--- config.mk ---
export PLATFORM = sky130hd
export DESIGN_NAME = pll_pwr_seq
export DESIGN_NICKNAME = d
export VERILOG_FILES = /design/src/rtl/pll_seq_pkg.sv /design/src/rtl/pll_seq_fsm.sv /design/src/rtl/pll_seq_regs.sv /design/src/rtl/pll_rate_calc.sv /design/src/rtl/pll_pwr_seq.sv
export SDC_FILE = /design/constraint.sdc
export NUM_CORES = 1
export LEC_CHECK = 0
export ABC_AREA = 1
export CAP_MARGIN = 40
export CORE_ASPECT_RATIO = 1.75
export CORE_UTILIZATION = 26
export CTS_BUF_LIST = sky130_fd_sc_hd__clkbuf_2
export CTS_CLUSTER_DIAMETER = 60
export DETAILED_ROUTE_END_ITERATION = 6
export DONT_BUFFER_PORTS = 1
export PLACE_DENSITY_LB_ADDON = 0.2
export SLEW_MARGIN = 20
export SYNTH_ARGS = -nofsm -noshare
export SYNTH_HDL_FRONTEND = slang
export SYNTH_SLANG_ARGS = --single-unit
--- constraint.sdc ---
create_clock -name clk -period 100.4 [get_ports clk]
set_clock_uncertainty 0.2 [all_clocks]
set_input_delay 5.02 -clock clk [delete_from_list [all_inputs] [get_ports clk]]
set_output_delay 5.02 -clock clk [all_outputs]
set_load 0.005 [all_outputs]
--- src/rtl/pll_seq_pkg.sv ---
package pll_seq_pkg;
    localparam int R_W    = 4;
    localparam int F_W    = 6;
    localparam int OD_W   = 4;
    localparam int BW_W   = 6;
    localparam int SRC_W  = 2;
    localparam int CTRL_W = 28;

    // Control word, MSB first: src[27:26] en[25] test[24] bypass[23]
    // fbint[22] pwrd[21] rst[20] bw[19:14] od[13:10] f[9:4] r[3:0]
    typedef struct packed {
        logic [SRC_W-1:0] src;
        logic             en;
        logic             test;
        logic             bypass;
        logic             fbint;
        logic             pwrd;
        logic             rst;
        logic [BW_W-1:0]  bw;
        logic [OD_W-1:0]  od;
        logic [F_W-1:0]   f;
        logic [R_W-1:0]   r;
    } pll_word_t;

    typedef enum logic [3:0] {
        S_IDLE,
        S_REF,
        S_PROG,
        S_RLO,
        S_RHI,
        S_RREL,
        S_LOCK,
        S_ENA,
        S_RET,
        S_BYP,
        S_OFF
    } seq_state_t;
endpackage

--- src/rtl/pll_seq_fsm.sv ---
module pll_seq_fsm
    import pll_seq_pkg::*;
#(
    parameter int RST_HOLD = 2,
    parameter int TMO_W    = 16
) (
    input  logic             clk,
    input  logic             rst_n,
    input  logic             start_req,
    input  logic             stop_req,
    input  logic             pll_on,
    input  logic             locked,
    input  logic [TMO_W-1:0] timeout_lim,
    output seq_state_t       state_q,
    output logic             tmo_hit,
    output logic             start_acc
);
    timeunit 1ns;
    timeprecision 1ps;

    localparam int HOLD_W = $clog2(RST_HOLD + 1);
    localparam logic [HOLD_W-1:0] HOLD_LAST = HOLD_W'(RST_HOLD - 1);

    seq_state_t        state_d;
    logic [HOLD_W-1:0] hold_cnt;
    logic [TMO_W-1:0]  wait_cnt;

    assign start_acc = (state_q == S_IDLE) && start_req && !pll_on;
    assign tmo_hit   = (state_q == S_LOCK) && !locked && (wait_cnt >= timeout_lim);

    always_comb begin
        state_d = state_q;
        unique case (state_q)
            S_IDLE: begin
                if (start_acc)     state_d = S_REF;
                else if (stop_req) state_d = S_BYP;
            end
            S_REF:  state_d = S_PROG;
            S_PROG: state_d = S_RLO;
            S_RLO:  state_d = S_RHI;
            S_RHI:  if (hold_cnt == HOLD_LAST) state_d = S_RREL;
            S_RREL: state_d = S_LOCK;
            S_LOCK: begin
                if (locked)       state_d = S_ENA;
                else if (tmo_hit) state_d = S_IDLE;
            end
            S_ENA:  state_d = S_RET;
            S_RET:  state_d = S_IDLE;
            S_BYP:  state_d = S_OFF;
            S_OFF:  state_d = S_IDLE;
            default: state_d = S_IDLE;
        endcase
    end

    always_ff @(posedge clk) begin
        if (!rst_n) state_q <= S_IDLE;
        else        state_q <= state_d;
    end

    always_ff @(posedge clk) begin
        if (!rst_n) begin
            hold_cnt <= '0;
            wait_cnt <= '0;
        end else begin
            if (state_q == S_RLO)      hold_cnt <= '0;
            else if (state_q == S_RHI) hold_cnt <= hold_cnt + HOLD_W'(1);
            if (state_q == S_RREL)     wait_cnt <= '0;
            else if (state_q == S_LOCK && !locked && !tmo_hit)
                wait_cnt <= wait_cnt + TMO_W'(1);
        end
    end

    // no sequence restarts from a busy state
    p_no_restart_busy_r8: assert property (@(posedge clk) disable iff (!rst_n)
        (state_q != S_IDLE) |=> !(state_q inside {S_REF, S_BYP}));

    // a timeout always lands in idle
    p_timeout_idle_r9: assert property (@(posedge clk) disable iff (!rst_n)
        tmo_hit |=> (state_q == S_IDLE));
endmodule

--- src/rtl/pll_seq_regs.sv ---
module pll_seq_regs
    import pll_seq_pkg::*;
#(
    parameter bit PRIMARY = 1'b1
) (
    input  logic             clk,
    input  logic             rst_n,
    input  seq_state_t       state_q,
    input  logic             locked,
    input  logic             tmo_hit,
    input  logic             start_acc,
    input  logic [R_W-1:0]   cfg_r,
    input  logic [F_W-1:0]   cfg_f,
    input  logic [OD_W-1:0]  cfg_od,
    input  logic [BW_W-1:0]  cfg_bw,
    input  logic [SRC_W-1:0] cfg_src,
    output pll_word_t        ctrl_q,
    output logic             sysclk_pll,
    output logic             slip_q,
    output logic             err_q
);
    timeunit 1ns;
    timeprecision 1ps;

    always_ff @(posedge clk) begin
        if (!rst_n) begin
            ctrl_q     <= '0;
            sysclk_pll <= 1'b0;
            slip_q     <= 1'b0;
            err_q      <= 1'b0;
        end else begin
            slip_q <= 1'b0;
            unique case (state_q)
                S_IDLE: if (start_acc) err_q <= 1'b0;
                S_REF:  if (PRIMARY) sysclk_pll <= 1'b0;
                S_PROG: begin
                    ctrl_q.r      <= cfg_r;
                    ctrl_q.f      <= cfg_f;
                    ctrl_q.od     <= cfg_od;
                    ctrl_q.bw     <= cfg_bw;
                    ctrl_q.src    <= cfg_src;
                    ctrl_q.pwrd   <= 1'b1;
                    ctrl_q.bypass <= 1'b1;
                end
                S_RLO:  ctrl_q.rst <= 1'b0;
                S_RHI:  ctrl_q.rst <= 1'b1;
                S_RREL: ctrl_q.rst <= 1'b0;
                S_LOCK: begin
                    if (!locked && !tmo_hit) slip_q <= ~slip_q;
                    if (tmo_hit)             err_q  <= 1'b1;
                end
                S_ENA: begin
                    ctrl_q.bypass <= 1'b0;
                    ctrl_q.en     <= 1'b1;
                end
                S_RET:  if (PRIMARY) sysclk_pll <= 1'b1;
                S_BYP:  ctrl_q.bypass <= 1'b1;
                S_OFF: begin
                    ctrl_q.pwrd <= 1'b0;
                    ctrl_q.en   <= 1'b0;
                end
                default: ;
            endcase
        end
    end

    // the system clock stays on the reference while the PLL is reworked
    p_sel_ref_prog_r2: assert property (@(posedge clk) disable iff (!rst_n)
        (state_q inside {S_PROG, S_RLO, S_RHI, S_RREL, S_LOCK, S_ENA}) |-> !sysclk_pll);

    // reset held high at least two cycles before it falls
    p_rst_pulse_r3: assert property (@(posedge clk) disable iff (!rst_n)
        $fell(ctrl_q.rst) |-> $past(ctrl_q.rst, 2));

    // the slip strobe only appears during the lock wait
    p_slip_wait_r4: assert property (@(posedge clk) disable iff (!rst_n)
        slip_q |-> (state_q == S_LOCK));

    // enable rises only on a powered, released, unbypassed PLL
    p_en_clean_r5: assert property (@(posedge clk) disable iff (!rst_n)
        $rose(ctrl_q.en) |-> (!ctrl_q.bypass && ctrl_q.pwrd && !ctrl_q.rst));

    // power is removed only after bypass was already set
    p_bypass_first_r6: assert property (@(posedge clk) disable iff (!rst_n)
        $fell(ctrl_q.pwrd) |-> (ctrl_q.bypass && $past(ctrl_q.bypass)));

    // an error leaves the PLL bypassed and disabled
    p_err_safe_r9: assert property (@(posedge clk) disable iff (!rst_n)
        $rose(err_q) |-> (ctrl_q.bypass && !ctrl_q.en));
endmodule

--- src/rtl/pll_rate_calc.sv ---
module pll_rate_calc
    import pll_seq_pkg::*;
#(
    parameter int RATE_W = 32
) (
    input  pll_word_t           ctrl,
    input  logic [RATE_W-1:0]   in_rate,
    output logic [RATE_W+F_W-1:0] rate_out
);
    timeunit 1ns;
    timeprecision 1ps;

    localparam int PROD_W = RATE_W + F_W;
    localparam int DEN_W  = R_W + OD_W + 2;

    logic [F_W:0]        f_plus;
    logic [R_W:0]        r_plus;
    logic [OD_W:0]       od_plus;
    logic [DEN_W-1:0]    den;
    logic [PROD_W-1:0]   num;
    logic [PROD_W-1:0]   quot;

    always_comb begin
        f_plus  = {1'b0, ctrl.f}  + (F_W+1)'(1);
        r_plus  = {1'b0, ctrl.r}  + (R_W+1)'(1);
        od_plus = {1'b0, ctrl.od} + (OD_W+1)'(1);
        den     = DEN_W'(r_plus) * DEN_W'(od_plus);
        num     = PROD_W'(in_rate) * PROD_W'(f_plus);
        quot    = num / PROD_W'(den);
        if (ctrl.bypass)    rate_out = PROD_W'(in_rate);
        else if (!ctrl.pwrd) rate_out = '0;
        else                rate_out = quot;
    end
endmodule

--- src/rtl/pll_pwr_seq.sv ---
module pll_pwr_seq
    import pll_seq_pkg::*;
#(
    parameter bit PRIMARY    = 1'b1,
    parameter int LOCK_SHIFT = 0,
    parameter int LOCK_W     = 2,
    parameter int STAT_W     = 8,
    parameter int RST_HOLD   = 2,
    parameter int TMO_W      = 16,
    parameter int RATE_W     = 32
) (
    input  logic                   clk,
    input  logic                   rst_n,
    input  logic                   start_req,
    input  logic                   stop_req,
    input  logic [R_W-1:0]         cfg_r,
    input  logic [F_W-1:0]         cfg_f,
    input  logic [OD_W-1:0]        cfg_od,
    input  logic [BW_W-1:0]        cfg_bw,
    input  logic [SRC_W-1:0]       cfg_src,
    input  logic [TMO_W-1:0]       timeout_lim,
    input  logic [RATE_W-1:0]      in_rate,
    input  logic [STAT_W-1:0]      lock_stat,
    output logic [CTRL_W-1:0]      pll_ctrl,
    output logic                   sysclk_pll,
    output logic [STAT_W-1:0]      lock_wr_data,
    output logic                   lock_we,
    output logic                   busy,
    output logic                   pll_on,
    output logic                   lock_err,
    output logic [RATE_W+F_W-1:0]  rate_out
);
    timeunit 1ns;
    timeprecision 1ps;

    localparam int SLIP_POS = LOCK_SHIFT + 2;

    seq_state_t state_q;
    pll_word_t  ctrl_q;
    logic       locked;
    logic       tmo_hit;
    logic       start_acc;
    logic       slip_q;

    assign locked       = &lock_stat[LOCK_SHIFT +: LOCK_W];
    assign pll_on       = !ctrl_q.rst && ctrl_q.pwrd && ctrl_q.en;
    assign busy         = (state_q != S_IDLE);
    assign pll_ctrl     = ctrl_q;
    assign lock_we      = slip_q;
    assign lock_wr_data = lock_stat | (STAT_W'(slip_q) << SLIP_POS);

    pll_seq_fsm #(
        .RST_HOLD (RST_HOLD),
        .TMO_W    (TMO_W)
    ) u_fsm (
        .clk         (clk),
        .rst_n       (rst_n),
        .start_req   (start_req),
        .stop_req    (stop_req),
        .pll_on      (pll_on),
        .locked      (locked),
        .timeout_lim (timeout_lim),
        .state_q     (state_q),
        .tmo_hit     (tmo_hit),
        .start_acc   (start_acc)
    );

    pll_seq_regs #(
        .PRIMARY (PRIMARY)
    ) u_regs (
        .clk        (clk),
        .rst_n      (rst_n),
        .state_q    (state_q),
        .locked     (locked),
        .tmo_hit    (tmo_hit),
        .start_acc  (start_acc),
        .cfg_r      (cfg_r),
        .cfg_f      (cfg_f),
        .cfg_od     (cfg_od),
        .cfg_bw     (cfg_bw),
        .cfg_src    (cfg_src),
        .ctrl_q     (ctrl_q),
        .sysclk_pll (sysclk_pll),
        .slip_q     (slip_q),
        .err_q      (lock_err)
    );

    pll_rate_calc #(
        .RATE_W (RATE_W)
    ) u_rate (
        .ctrl     (ctrl_q),
        .in_rate  (in_rate),
        .rate_out (rate_out)
    );

    // a start on a running PLL never raises busy
    p_start_ignored_on_r7: assert property (@(posedge clk) disable iff (!rst_n)
        (!busy && pll_on && start_req && !stop_req) |=> !busy);
endmodule

# After elaboration in Yosys (flattened, before gate mapping)
# Cells that the tools add are included.
[totals]
regBits = 51
inputBits = 82
out_inout_bits = 79
elab_cells = 87
[op_classes]
add_sub_neg = 5
mul = 2
n_div = 1
n_lt_le_gt_ge = 1
eq_ne = 16
n_mux = 16
bitwise = 3
reduce_logical = 28
[op_table]
columns = ["operator", "count"]
rows = [
  ["$mux 38", 2],
  ["$div 38x10->38", 1],
  ["$mul 32x7->38", 1],
  ["$pmux 4 s9", 1],
  ["$mux 4", 5],
  ["$add 16x1->16 const B", 1],
  ["$eq 4x3->1 const B", 4],
  ["$ge 16x16->1", 1],
  ["$eq 4x4->1 const B", 3],
  ["$pmux 1 s2", 6],
  ["$reduce_bool 2->1", 6],
  ["$add 4x1->5 const B", 2],
  ["$mul 5x5->10", 1],
  ["$reduce_and 3->1", 3],
  ["$eq 4x2->1 const B", 2],
  ["$logic_and 1x1->1", 8],
  ["$or 8x3->8", 1],
  ["$reduce_or 2->1", 4],
  ["$add 6x1->7 const B", 1],
  ["$eq 4x1->1 const B", 1],
  ["$logic_not 1->1", 4],
  ["$logic_not 4->1", 1],
  ["$ne 2x1->1 const B", 2],
  ["$reduce_bool 4->1", 1],
  ["8 further kinds", 10],
]

# Longest topological paths before layout
# Gate-level depths: netlist (run 1).
[depth]
ltp_word = 7
depth_mapped = 676
ltp_nobuf = 622

# Hierarchy
# A second synthesis (run 1) with hierarchy kept.
[hier_totals]
hier_cells = 8152
hier_area_um2 = 48061.1
[by_module_without_submodules]
columns = ["module", "instances", "cells_per_inst", "area_each_um2"]
rows = [
  ["pll_rate_calc", 1, 7734, 45099.5],
  ["pll_seq_fsm", 1, 253, 1736.7],
  ["pll_seq_regs", 1, 150, 1139.8],
  ["pll_pwr_seq", 1, 15, 85.1],
]

# Worst setup path after synthesis (run 1)
# OpenSTA, ideal clock, no wires.
[synth_timing]
path_type = "input to output"
start = "input in_rate[18]"
end = "output rate_out[0]"
arrival_ns = 92.798
t_required_ns = 95.180
path_slack_ns = 2.382
path_stages = 651
n_path_buf = 54
path_cell_list = "inv_1 > nor2_1 > fa_1 > inv_1 > fa_1 > inv_1 > fa_1 > inv_1 > fa_1 > inv_1 > ha_1 > nand2_2 > inv_1 > nand2_1 > nand2_1 > a21oi_1 > nor2_1 > nor2_1 > (+615 left out) > nor2_8 > nand2_4 > inv_2 > buf_6 > o21ai_1 > ha_1 > a21oi_1 > nor2_1 > a211oi_1 > a21oi_1 > nor4_1 > nand3_2 > nor2_1 > nand2_1 > nor2_1 > nand3_1 > nand2_1 > nand2_1"
[synth_between]
elab_chain_cells = 4
[synth_lines]
columns = ["item", "line", "text"]
rows = [
  ["start: declaration", "pll_pwr_seq.sv:22", "input logic [RATE_W-1:0] in_rate,"],
  ["$mul 32x7->38", "pll_rate_calc.sv:28", "num = PROD_W'(in_rate) * PROD_W'(f_plus);"],
  ["$div 38x10->38", "pll_rate_calc.sv:29", "quot = num / PROD_W'(den);"],
  ["$mux 38", "pll_rate_calc.sv:31", "else if (!ctrl.pwrd) rate_out = '0;"],
  ["$mux 38", "pll_rate_calc.sv:30", "if (ctrl.bypass) rate_out = PROD_W'(in_rate);"],
  ["end: declaration", "pll_pwr_seq.sv:31", "output logic [RATE_W+F_W-1:0] rate_out"],
]
# No other way between the ends.

# Final worst setup path (run 1)
[layout_timing]
start = "input in_rate[19]"
end = "output rate_out[0]"
# Same word-level chain as after synthesis.

==> impl_metrics.yaml, run 1 <==
status:
  outcome: "finished, final reports clean"
detailed_routing:
  viasPerCell: 4.87
  routed-via-count: 50600
  wl_per_cell_um: 20.2
  drt-initial-drc-count: 2047
  drtAntennaViolNets: 0
  drc_errors: 0
  dr.pass1.iters: 6
  routed_wl_mm: 210
flow_run:
  cap_violations: 0
critical_path:
  criticalPathCategory: "in2out"
  critPathRequiredTime_ns: 95.18
  cp_slowest_cell: "fa_1"
  crit_path_max_fanout: 22
  end_kind: "primary output"
  critical-path-max-stage-delay_ns: 0.57
  startpoint_type: "input pin"
  arrival_ns: 87.70
  cpMostUsedCell: "nand2_1"
synth:
  synth_cell_types: 86
  ys_ff_latch: 51
  synthArstFlopShare: 0
  ys_warn_count: 0
  yosys.area.top_type: "nand2_1"
  syn_area_um2: 46900
  synth_edf_count: 0
  ys.flop_type: "dfxtp_1"
  netlist_instances: 7803
  synth-seq-area-share: 0.0218
  netlist.area_leader.share: 0.154
  synth_area_per_cell_um2: 6.01
  ys_top_cells_by_area: "nand2_1 (15%), ha_1 (11%), inv_1 (9.3%), fa_1 (6.7%), nor2_1 (6.2%)"
floorplanning:
  num_rows: 205
  dieWidth_um: 323
  start_util: 0.262
  fp.coreArea_um2: 179000
  die-area_um2: 182000
  pin_count: 161
  chipHeight_um: 564
cts:
  cts.clk_slew.worst_paths_ns: 0.25
  tritoncts: "done"
  cts-root-buf: "clkbuf_2"
  cts_made_buffers: 5
  clock-sinks: 51
  hold_buffers: 0
  ctsLongestPathBuffers: 2
  clock_latency_ns: 0.49
  h-tree-depth: 2
place:
  placed_cells: 10300
  dpl_worst_slack_ns: -1.19
  place.gp.congestion: 1.08
  port_buffers: 0
  dp_hpwl_mm: 184
sta:
  fmax_mhz: 10.8
  setup_ws_ns: 7.48
  relSlewSlack: 0.405
  finalSetupViolCount: 0
  worst_hold_slack_ns: 0.317
  finalHoldViolations: 0
  slew_viol_final: 0
  tightestPinTransition_ns: 0.906
  post-route-period-util: 0.926
  fin_crit_ns: 92.92
global_routing:
  grt_max_degree: 48
  grt.overflow.total: 0
  grtUsageMet1: 0.186
  grt.busiest_layer: "met2"
  track_usage: 0.224
  use_met3: 0.0244
  use_met2: 0.460
  grt_pass1_vias: 51400
  antenna_found_initial: 7
  grt_pass1_wl_mm: 308
finish:
  finalNonFillerCells: 10400
  fin_util: 0.292
  layout-drive-gt1-share: 0.199
  area_delta_synth_final_pct: 11.2
  nNetsFinal: 8678
worst_hold_path:
  hold_path.class: "reg2reg"
-- final timing paths --
check | end | startpoint | slack [ns] | depth (start not counted)
worst max-delay path | rate_out[0] | in_rate[19] | 7.48 | 582
worst min-delay path | u_fsm.hold_cnt[1]$_SDFFE_PP0P_ | u_fsm.hold_cnt[1]$_SDFFE_PP0P_ | 0.32 | 2
worst max register to register | u_fsm.wait_cnt[15]$_SDFFE_PP0P_ | u_fsm.wait_cnt[0]$_SDFFE_PP0P_ | 95.82 | 24
worst min register to register | u_fsm.hold_cnt[1]$_SDFFE_PP0P_ | u_fsm.hold_cnt[1]$_SDFFE_PP0P_ | 0.32 | 2
-- flip-flops by register name, summed over array words and instances, names as in the netlist --
signal             count
u_regs.ctrl_q         26
u_fsm.state_q          4
u_regs.slip_q          1
u_fsm.hold_cnt         2
u_fsm.wait_cnt        16
u_regs.err_q           1
u_regs.sysclk_pll      1
-- stage by stage --
stage	setup TNS [ns]	cell area, um2
finish	0	52200
CTS	0	50600
floorplan	0	46900
detailed placement	-1.19	50400
global placement	0	50300
global route	-0.452	52200
-- Yosys cell counts, drive strengths merged, types with 5 or more instances --
cell and n:
a21o 35, a31oi 9, inv 1252, nand3b 56
xnor2 130, clkinv 60, and2 6, o22ai 31
a211oi 16, clkbuf 43, o21bai 36, o21a 14
o21ai 446, or2 44, nand2 2345, o221ai 6
nand3 666, nor2 1023, and3 5, ha 430
a21oi 304, nor4 17, o31ai 19, xor2 193
nand4 208, nor3b 7, fa 157, dfxtp 51
bufinv 8, buf 81, o211ai 9, nor3 73
-- worst max-delay path, delay by kind of cell --
family / cells / cell delay, ns
fa+ha+maj: 42 / 14.26
compound gates: 171 / 27.82
simple gates: 259 / 29.45
buf+inv: 110 / 11.01
-- cell usage in the layout, fill, tap and decap left out, types with 31 or more instances in the layout --
master / synthesis / final
a21o_1: 31 / 31
a21oi_1: 293 / 243
a21oi_2: 11 / 57
buf_4: 14 / 295
clkinv_1: 44 / 45
dfxtp_1: 51 / 51
fa_1: 157 / 156
ha_1: 430 / 415
inv_1: 1164 / 1129
inv_2: 77 / 84
nand2_1: 1931 / 1922
nand2_2: 304 / 310
nand2_4: 107 / 110
nand3_1: 497 / 494
nand3_2: 135 / 137
nand3_4: 34 / 35
nand3b_1: 53 / 53
nand4_1: 195 / 195
nor2_1: 774 / 750
nor2_2: 150 / 165
nor2_4: 89 / 101
nor3_1: 61 / 60
o21ai_0: 344 / 304
o21ai_1: 56 / 82
o21ai_2: 44 / 58
o21bai_1: 34 / 31
or2_2: 36 / 36
xnor2_1: 129 / 127
xor2_1: 191 / 189
-- metal layers --
layer / routed length [um] / vias to the layer above / part of all wire
li1: - / 25400 / -
met2: 117000 / 1091 / 0.55
met3: 7090 / 532 / 0.034
met5: 29 / - / 0.00014
met1: 64900 / 23600 / 0.31
met4: 21600 / 4 / 0.10
-- kinds of logic (layout without fill, tap and decap cells) --
kind of cell | count (synthesis) | after routing | synth area share
xor gates and xnor gates | 323 | 323 | 0.0608
muxes | 1 | 1 | 0.000293
and+or+nand+nor | 4452 | 4457 | 0.484
adders and majority gates | 587 | 587 | 0.182
buffers and inverters | 1450 | 1651 | 0.137
DFF | 51 | 51 | 0.0218
AOI/OAI and AO/OA | 938 | 938 | 0.115
other | 1 | 6 | 0.0000799
-- layout make-up --
type | count | area (um2)
fill | 20500 | 127000
multi-input combinational | 6308 | 40200
inverter | 1322 | 5270
tap | 2380 | 2980
timing repair buffer | 318 | 2590
sequential | 51 | 1020
clock inverter | 3 | 42.5
clock buffer | 5 | 25.0
timing repair inverter | 3 | 17.5
antenna | 4 | 10.0
-- what timing repair did --
action | CTS | global route
cloned | 0 | 11
pin swaps | 3 | 61
setup buffers | 5 | 84
endpoints found under the setup margin | 2 | 4
resized for setup | 18 | 236
Power of run 1 is left out: the tool's default activity adds up to more than one toggle a clock period on the data nets, which glitch-free logic cannot reach.
==> inputs of run 2 (changes only) <==
--- a/config.mk
+++ b/config.mk
@@ -7,6 +7,8 @@
 export LEC_CHECK = 0
 export ABC_AREA = 1
 export CAP_MARGIN = 40
+export CELL_PAD_IN_SITES_DETAIL_PLACEMENT = 2
+export CELL_PAD_IN_SITES_GLOBAL_PLACEMENT = 2
 export CORE_ASPECT_RATIO = 1.75
 export CORE_UTILIZATION = 26
 export CTS_BUF_LIST = sky130_fd_sc_hd__clkbuf_2
==> run 2 against run 1 <==
Against the previous run: count of clock-buffer cells in the layout up 1; fmax down 0.36%; non-clock buffer count down 16; first-iteration DRC count down 37%; sequential share of layout area about the same; critical path depth up 13; final cell count down 0.20%; utilization about the same.
==> impl_metrics.yaml, run 2 (synthesized netlist as in run 1, its figures left out) <==
floorplanning:
  die-area_um2: 182000
  chipHeight_um: 564
  fp.coreArea_um2: 179000
  dieWidth_um: 323
  pin_count: 161
  start_util: 0.262
  num_rows: 205
finish:
  top_regs: "u_regs.ctrl_q x26, u_fsm.wait_cnt x16, u_fsm.state_q x4"
  fin_util: 0.292
  mostFrequentLayoutCells: "nand2_1 (1922), inv_1 (1132), nor2_1 (743)"
  layout_commonest_cell: "nand2_1"
  largest_register_ffs: 26
  nNetsFinal: 8662
  layout-drive-gt1-share: 0.200
  regMostFlops: "u_regs.ctrl_q"
  area_delta_synth_final_pct: 11.1
cts:
  clock-sinks: 51
  ctsLongestPathBuffers: 2
  h-tree-depth: 2
  cts_made_buffers: 5
  cts-root-buf: "clkbuf_2"
  tritoncts: "done"
  clock_latency_ns: 0.46
  cts.clk_slew.worst_paths_ns: 0.26
  hold_buffers: 0
critical_path:
  critPathRequiredTime_ns: 95.18
  crit_path_max_fanout: 22
  rr_startpoint: "u_fsm.wait_cnt[0]$_SDFFE_PP0P_"
  cpMostUsedCell: "nand2_1"
  arrival_ns: 88.04
  cp_slowest_cell: "fa_1"
  crit_path_start: "in_rate[11]"
  critical-path-max-stage-delay_ns: 0.55
  crit_end: "rate_out[0]"
  end_kind: "primary output"
  reg2regPathDepth: 24
  regToRegSetupSlack_ns: 95.61
  startpoint_type: "input pin"
  r2r_end: "u_fsm.wait_cnt[15]$_SDFFE_PP0P_"
  criticalPathCategory: "in2out"
sta:
  fin_crit_ns: 93.26
  tightestPinTransition_ns: 0.838
  finalHoldViolations: 0
  finalSetupViolCount: 0
  slew_viol_final: 0
  fmax_mhz: 10.7
  post-route-period-util: 0.929
  relSlewSlack: 0.441
detailed_routing:
  drt-initial-drc-count: 1294
  routed-via-count: 52000
  viasPerCell: 5.01
  wl_per_cell_um: 21.2
  drtAntennaViolNets: 0
  drc_errors: 0
  dr.pass1.iters: 5
  routed_wl_mm: 219
place:
  place.gp.congestion: 0.896
  dp_hpwl_mm: 192
  port_buffers: 0
status:
  outcome: "finished, final reports clean"
global_routing:
  track_usage: 0.233
  grt_pass1_wl_mm: 331
  grt_pass1_vias: 58000
  antenna_found_initial: 4
  grt.overflow.total: 0
  grt_max_degree: 49
worst_hold_path:
  hold_path.class: "reg2reg"
flow_run:
  cap_violations: 0
## run 2: cell count changes in the layout (fill, tap and decap cells not counted), moves of 5 or more
| cell | delta |
|---|---|
| buf_4 | -13 |
| nor2_2 | +9 |
| o21ai_0 | -8 |
| nor2_1 | -7 |
| clkinvlp_4 | -6 |
| o21ai_2 | +6 |
| ha_2 | +5 |
## run 2: layer usage
metal  up-vias  routed length (um)  track usage
li1      25300                   -            -
met4         6               13100        0.112
met1     25700               76000        0.218
met5         -                  46            0
met3       400                4300       0.0154
met2       647              126000        0.493
## run 2: repair_timing
action,in CTS,in global routing
pin swaps,12,94
gates resized for setup,55,231
cloned,4,8
buffers inserted,19,88
endpoints found under the setup margin,3,4
## run 2: final cells by class
cell class	instances	area (um2)
diodes	1	2.50
clock buffers	6	30.0
fillers	22500	127000
inverters	1322	5260
multi-input cells	6310	40300
flip-flops and latches	51	1020
well taps	2380	2980
repair buffers	302	2480
repair inverters	1	7.51
## run 2: worst min path at each step
stage | from | endpoint | slack (ns) | cells after the start
final | u_regs.sysclk_pll$_SDFFE_PN0P_ | u_regs.sysclk_pll$_SDFFE_PN0P_ | 0.32 | 2
after global routing | u_regs.sysclk_pll$_SDFFE_PN0P_ | u_regs.sysclk_pll$_SDFFE_PN0P_ | 0.36 | 2
after CTS | u_regs.sysclk_pll$_SDFFE_PN0P_ | u_regs.sysclk_pll$_SDFFE_PN0P_ | 0.33 | 2
after detailed placement | u_regs.sysclk_pll$_SDFFE_PN0P_ | u_regs.sysclk_pll$_SDFFE_PN0P_ | 0.29 | 2
after global placement | u_regs.slip_q$_SDFF_PN0_ | u_regs.slip_q$_SDFF_PN0_ | 0.28 | 1
after floorplan | u_regs.slip_q$_SDFF_PN0_ | u_regs.slip_q$_SDFF_PN0_ | 0.24 | 1
## run 2: through the flow
step | TNS (ns) | setup WS (ns) | instances | hold slack, ns | cell area (um2)
5_1_grt | -0.751 | -0.751 | 10400 | 0.355 | 52100
3_3_place_gp | -0.707 | -0.707 | 10200 | 0.283 | 50100
2_1_floorplan | 0 | 2.38 | 7804 | 0.237 | 46900
3_5_place_dp | -9.32 | -5.17 | 10200 | 0.293 | 50200
6_report | 0 | 7.14 | 10400 | 0.317 | 52100
4_1_cts | 0 | 0.0192 | 10300 | 0.326 | 50600
## run 2: critical path: cells and delay by family
kind / cells / cell delay, ns
adder cells (fa/ha/maj): 43 / 14.60
AO/OA/AOI/OAI: 176 / 28.04
buffers and inverters: 107 / 10.44
XOR/XNOR: 1 / 0.08
AND/OR/NAND/NOR: 268 / 29.67
Power of run 2 is left out for the same reason.
